**src/rtl/mpu_tx_pkg.sv**
```systemverilog
package mpu_tx_pkg;
    typedef enum logic [2:0] {
        S_IDLE,
        S_START,
        S_DATA,
        S_MPB,
        S_STOP1,
        S_STOP_LAST
    } tx_state_e;

    typedef struct packed {
        logic empty;
        logic done;
    } flag_t;
endpackage

```
**src/rtl/mpu_tx_hold.sv**
```systemverilog
module mpu_tx_hold #(
    parameter int DATA_W = 8
) (
    input  logic              clk,
    input  logic              rst_n,
    input  logic              wr_en,
    input  logic [DATA_W-1:0] wr_data,
    input  logic              wr_mpb,
    output logic [DATA_W-1:0] hold_data,
    output logic              hold_mpb
);
    typedef struct packed {
        logic [DATA_W-1:0] data;
        logic              mpb;
    } hold_t;

    hold_t hold_d, hold_q;

    always_comb begin
        hold_d = hold_q;
        if (wr_en) begin
            hold_d.data = wr_data;
            hold_d.mpb  = wr_mpb;
        end
    end

    always_ff @(posedge clk or negedge rst_n) begin
        if (!rst_n) hold_q <= '0;
        else        hold_q <= hold_d;
    end

    assign hold_data = hold_q.data;
    assign hold_mpb  = hold_q.mpb;
endmodule

```
**src/rtl/mpu_tx_flags.sv**
```systemverilog
module mpu_tx_flags
    import mpu_tx_pkg::*;
(
    input  logic clk,
    input  logic rst_n,
    input  logic wr_en,
    input  logic load_i,
    input  logic set_end_i,
    input  logic tie_en,
    input  logic teie_en,
    output logic empty_flag,
    output logic end_flag,
    output logic txi_irq,
    output logic tei_irq
);
    flag_t flag_d, flag_q;

    always_comb begin
        flag_d = flag_q;
        if (load_i)    flag_d.empty = 1'b1;
        if (set_end_i) flag_d.done  = 1'b1;
        if (wr_en) begin
            flag_d.empty = 1'b0;
            flag_d.done  = 1'b0;
        end
    end

    always_ff @(posedge clk or negedge rst_n) begin
        if (!rst_n) flag_q <= '{empty: 1'b1, done: 1'b1};
        else        flag_q <= flag_d;
    end

    assign empty_flag = flag_q.empty;
    assign end_flag   = flag_q.done;
    assign txi_irq    = flag_q.empty & tie_en;
    assign tei_irq    = flag_q.done & teie_en;

    p_write_clears_r3: assert property (@(posedge clk) disable iff (!rst_n)
        wr_en |=> (!empty_flag && !end_flag));
    p_load_sets_empty_r4: assert property (@(posedge clk) disable iff (!rst_n)
        (load_i && !wr_en) |=> empty_flag);
    p_end_set_r6: assert property (@(posedge clk) disable iff (!rst_n)
        (set_end_i && !wr_en) |=> end_flag);
    p_irq_drop_r9: assert property (@(posedge clk) disable iff (!rst_n)
        wr_en |=> (!txi_irq && !tei_irq));
endmodule

```
**src/rtl/mpu_tx_seq.sv**
```systemverilog
module mpu_tx_seq
    import mpu_tx_pkg::*;
#(
    parameter int DATA_W = 8
) (
    input  logic              clk,
    input  logic              rst_n,
    input  logic              bit_tick,
    input  logic              empty_i,
    input  logic [DATA_W-1:0] hold_data,
    input  logic              hold_mpb,
    input  logic              cfg_seven,
    input  logic              cfg_two_stop,
    output logic              load_o,
    output logic              set_end_o,
    output logic              txd
);
    localparam int CNT_W = (DATA_W > 2) ? $clog2(DATA_W) : 1;
    localparam logic [CNT_W-1:0] LAST_LONG  = CNT_W'(DATA_W - 1);
    localparam logic [CNT_W-1:0] LAST_SHORT = CNT_W'(DATA_W - 2);

    typedef struct packed {
        tx_state_e         st;
        logic [CNT_W-1:0]  cnt;
        logic [DATA_W-1:0] shreg;
        logic              mpb;
        logic              short_len;
        logic              two_stop;
        logic              chain;
    } seq_t;

    seq_t seq_d, seq_q;

    logic idle_start;
    logic final_entry;
    logic [CNT_W-1:0] last_idx;

    assign last_idx    = seq_q.short_len ? LAST_SHORT : LAST_LONG;
    assign idle_start  = bit_tick && (seq_q.st == S_IDLE) && !empty_i;
    assign final_entry = bit_tick && (((seq_q.st == S_MPB) && !seq_q.two_stop)
                                      || (seq_q.st == S_STOP1));
    assign load_o      = idle_start || (final_entry && !empty_i);
    assign set_end_o   = final_entry && empty_i;

    always_comb begin
        seq_d = seq_q;
        if (bit_tick) begin
            case (seq_q.st)
                S_IDLE: begin
                    if (!empty_i) seq_d.st = S_START;
                end
                S_START: begin
                    seq_d.st  = S_DATA;
                    seq_d.cnt = '0;
                end
                S_DATA: begin
                    seq_d.shreg = seq_q.shreg >> 1;
                    if (seq_q.cnt == last_idx) seq_d.st = S_MPB;
                    else                       seq_d.cnt = seq_q.cnt + 1'b1;
                end
                S_MPB: begin
                    seq_d.st = seq_q.two_stop ? S_STOP1 : S_STOP_LAST;
                end
                S_STOP1: begin
                    seq_d.st = S_STOP_LAST;
                end
                S_STOP_LAST: begin
                    seq_d.st    = seq_q.chain ? S_START : S_IDLE;
                    seq_d.chain = 1'b0;
                end
                default: seq_d.st = S_IDLE;
            endcase
        end
        if (final_entry) seq_d.chain = !empty_i;
        if (load_o) begin
            seq_d.shreg     = hold_data;
            seq_d.mpb       = hold_mpb;
            seq_d.short_len = cfg_seven;
            seq_d.two_stop  = cfg_two_stop;
        end
    end

    always_ff @(posedge clk or negedge rst_n) begin
        if (!rst_n) begin
            seq_q    <= '0;
            seq_q.st <= S_IDLE;
        end else begin
            seq_q <= seq_d;
        end
    end

    always_comb begin
        case (seq_q.st)
            S_START: txd = 1'b0;
            S_DATA:  txd = seq_q.shreg[0];
            S_MPB:   txd = seq_q.mpb;
            default: txd = 1'b1;
        endcase
    end

    p_no_tick_hold_r1: assert property (@(posedge clk) disable iff (!rst_n)
        !bit_tick |=> $stable(txd));
    p_idle_return_r2: assert property (@(posedge clk) disable iff (!rst_n)
        (bit_tick && seq_q.st == S_STOP_LAST && !seq_q.chain) |=> txd);
    p_load_needs_data_r4: assert property (@(posedge clk) disable iff (!rst_n)
        load_o |-> !empty_i);
    p_chain_start_r5: assert property (@(posedge clk) disable iff (!rst_n)
        (bit_tick && seq_q.st == S_STOP_LAST && seq_q.chain) |=> !txd);
    p_end_only_when_empty_r6: assert property (@(posedge clk) disable iff (!rst_n)
        set_end_o |-> (empty_i && !load_o));
endmodule

```
**src/rtl/mpu_uart_tx.sv**
```systemverilog
module mpu_uart_tx #(
    parameter int DATA_W = 8
) (
    input  logic              clk,
    input  logic              rst_n,
    input  logic              bit_tick,
    input  logic              cfg_seven,
    input  logic              cfg_two_stop,
    input  logic              tie_en,
    input  logic              teie_en,
    input  logic              wr_en,
    input  logic [DATA_W-1:0] wr_data,
    input  logic              wr_mpb,
    output logic              txd,
    output logic              empty_flag,
    output logic              end_flag,
    output logic              txi_irq,
    output logic              tei_irq
);
    logic [DATA_W-1:0] hold_data;
    logic              hold_mpb;
    logic              load;
    logic              set_end;

    mpu_tx_hold #(.DATA_W(DATA_W)) u_hold (
        .clk       (clk),
        .rst_n     (rst_n),
        .wr_en     (wr_en),
        .wr_data   (wr_data),
        .wr_mpb    (wr_mpb),
        .hold_data (hold_data),
        .hold_mpb  (hold_mpb)
    );

    mpu_tx_flags u_flags (
        .clk        (clk),
        .rst_n      (rst_n),
        .wr_en      (wr_en),
        .load_i     (load),
        .set_end_i  (set_end),
        .tie_en     (tie_en),
        .teie_en    (teie_en),
        .empty_flag (empty_flag),
        .end_flag   (end_flag),
        .txi_irq    (txi_irq),
        .tei_irq    (tei_irq)
    );

    mpu_tx_seq #(.DATA_W(DATA_W)) u_seq (
        .clk          (clk),
        .rst_n        (rst_n),
        .bit_tick     (bit_tick),
        .empty_i      (empty_flag),
        .hold_data    (hold_data),
        .hold_mpb     (hold_mpb),
        .cfg_seven    (cfg_seven),
        .cfg_two_stop (cfg_two_stop),
        .load_o       (load),
        .set_end_o    (set_end),
        .txd          (txd)
    );
endmodule

```
**config.mk**
```make
export PLATFORM = sky130hd
export DESIGN_NAME = mpu_uart_tx
export DESIGN_NICKNAME = d
export VERILOG_FILES = /design/src/rtl/mpu_tx_pkg.sv /design/src/rtl/mpu_tx_hold.sv /design/src/rtl/mpu_tx_flags.sv /design/src/rtl/mpu_tx_seq.sv /design/src/rtl/mpu_uart_tx.sv
export SDC_FILE = /design/constraint.sdc
export NUM_CORES = 1
export LEC_CHECK = 0
export ABC_AREA = 1
export BUFFER_PORTS_ARGS = -buffer_cell sky130_fd_sc_hd__buf_2
export CAP_MARGIN = 10
export CELL_PAD_IN_SITES_DETAIL_PLACEMENT = 1
export CELL_PAD_IN_SITES_GLOBAL_PLACEMENT = 1
export CORE_ASPECT_RATIO = 0.6
export CORE_MARGIN = 3
export CORE_UTILIZATION = 44
export CTS_CLUSTER_DIAMETER = 120
export DETAILED_ROUTE_END_ITERATION = 10
export PLACE_DENSITY = 0.95
export SLEW_MARGIN = 20
export SYNTH_ARGS = -nofsm -noshare
export SYNTH_HDL_FRONTEND = slang
export SYNTH_SLANG_ARGS = --single-unit
```
**constraint.sdc**
```tcl
create_clock -name clk -period 2 [get_ports clk]
set_input_delay 0.6 -clock clk [delete_from_list [all_inputs] [get_ports clk]]
set_output_delay 0.6 -clock clk [all_outputs]
set_load 0.05 [all_outputs]
```
==> run metrics <==
grt ovf=0; global-route usage over all layers=21.6%; fin crit period=1.96 ns; cell count after synthesis=205; post-route clock period utilization=97.9%; LEAKAGE=1.03 nW; vias in the first global route=1469; DRT antenna net count=0; H-Tree Level Count=2; post-detail-place hpwl=3000 um; Hold Violations, Final=0; PD cells=1570 nW/um2; Stages on worst setup path=6; CP Launch Point=u_seq.seq_q[15]; R2R setup slack=0.53 ns; Setup Skew=0.00271 ns; Routability Congestion=0.915; Netlist cell types=26; Setup CP Type=flip-flop to primary output; DRC Markers=0; sequential area share after synthesis=46.6%; WP data required=1.40 ns; status=complete, no violations; Yosys reg bits=29; Sum Neg Setup Slack=0 ns; max cap viols=0; FP Rows=16; WL/cell=16.0 um; worst r2r src=u_seq.seq_q[15]; syn nets=223; Buf+Inv Stages, Crit Path=2; Setup WS pre-CTS=0.213 ns; cts bufs inserted=5; Worst-Margin Slew=0.670 ns; Detailed Routing Iterations Pass 1=4; initial antenna violation count=0; Slew Limit Fails=0; pin count of the biggest net entering global routing=30; CTS root buffer=clkbuf_8; clk_lat worst skew=0.28 ns; placed cell count=268; area delta synth->final=19.6%; Ant. Diodes=0; Hold-fix buffers, CTS=0; Routed WL=4460 um; CTS tree=built; Slew Limit Headroom=55.3%; worst flop-to-flop path endpoint=u_seq.seq_q[6]; die outline height=52.1 um; reg2reg path depth=9; Clock transition at path regs=0.06 ns; port bufs=21; kind of end point of the critical path=primary output; hold crit path type=input pin to async pin; # fillers=442; number of DRC markers in iteration 0=71; first-pass GRT wire length=7070 um; vias per cell=5.26; critical path's largest stage delay=0.46 ns; Largest delay share family, worst path=flip-flops; # setup viols final=0; die area=4320 um2; worst vdd rail ir drop=0.000824 V; core area=3320 um2; synth warn=0; Mapped Area=1560 um2; Clock Sinks=29; Clock Path Buffers=2; I/O pins=22; final worst slack=0.0419 ns; Starting Density=47.0%; final non-filler cell total=279; Syn Area/Cell=7.62 um2; die width=82.9 um; critical path startpoint category=flip-flop; total number of vias=1467; Final #Nets=251; arrival time at the worst endpoint=1.36 ns; Slowest-stage cell, CP=dfrtp_2; FMAX=0.511 GHz; worst-path maximum fanout=5; fraction of layout cells with a size suffix above 1=23.5%; critical-path cell list=nor2_4, nand2_2, inv_2, a21oi_2, nand3_1, buf_6
-- layer usage --
metal	GRT usage (%)	share of wire, %
met3	5.38	5.0
met2	37.4	48
met1	28.1	45
met4	4.08	1.3
met5	0	0
-- registers in the layout, indices dropped and copies added, names as in the netlist --
register            flops
u_hold.hold_mpb         1
u_flags.end_flag        1
u_hold.hold_data        8
u_flags.empty_flag      1
u_seq.seq_q            18
-- power by group --
| group | switching, mW | internal, mW |
|---|---|---|
| Sequential | 0.176 | 0.788 |
| Combinational | 0.890 | 0.448 |
| Clock | 0.230 | 0.406 |
| Total | 1.30 | 1.64 |
-- worst max-delay path by stage --
stage | end | slack [ns]
after floorplan | txd | 0.12
after global placement | txd | 0.23
after detailed placement | txd | 0.21
after CTS | txd | 0.006
after global routing | txd | -0.04
final | txd | 0.04
-- cell type report --
| type | instances | area [um2] | area share, % |
|---|---|---|---|
| Clock inverter | 1 | 30.0 | 1.61 |
| Clock buffer | 7 | 86.3 | 4.62 |
| Tap cell | 45 | 56.3 | 3.02 |
| Sequential cell | 29 | 731 | 39.1 |
| Multi-Input combinational cell | 133 | 661 | 35.4 |
| Inverter | 36 | 135 | 7.24 |
| Timing Repair Buffer | 28 | 168 | 8.98 |
-- repair_timing --
action / in CTS / in global routing
buffers inserted: 0 / 3
setup endpoints to repair: 1 / 1
gates resized for setup: 3 / 3
-- synth_stat cells, drive strengths merged --
cell     n  share of area (%)
nand3   19                6.4
xnor2    1               0.56
nand2   77                 21
buf      5                2.2
a21oi    3                1.2
clkbuf   2               0.48
inv     34                8.2
o21ai   13                4.2
dfrtp   27                 43
clkinv   2               0.48
nand4    9                3.6
ha       1               0.80
nor2     9                3.8
mux2     1               0.72
dfstp    2                3.4
-- metrics by stage --
stage / total power, mW / instance area, um2 / hold slack [ns] / utilization (%)
after global routing: 3.16 / 1870 / 0.393 / 56.2
after CTS: 2.86 / 1840 / 0.379 / 55.2
after global placement: 2.08 / 1710 / 0.459 / 51.5
final: 2.94 / 1870 / 0.348 / 56.2
after floorplan: 1.83 / 1560 / 0.304 / -
after detailed placement: 2.16 / 1710 / 0.483 / 51.5
-- cells in the final DEF, fill, tap and decap left out, types with 5 or more instances in the layout --
cell and n:
buf_2 20, buf_4 6, clkbuf_8 6, dfrtp_1 25
inv_1 31, nand2_1 72, nand3_1 18, nand4_1 9
nor2_1 5, o21ai_0 10
-- logic make-up after synthesis --
family / after synthesis / share of synthesized area, %
buffers and inverters: 43 / 11.3
AND/OR/NAND/NOR: 114 / 34.6
XOR/XNOR: 1 / 0.561
multiplexers: 1 / 0.721
flip-flops: 29 / 46.6
adder cells (fa/ha/maj): 1 / 0.801
AO/OA/AOI/OAI: 16 / 5.37
No activity file was read; power rests on OpenSTA's default activity.
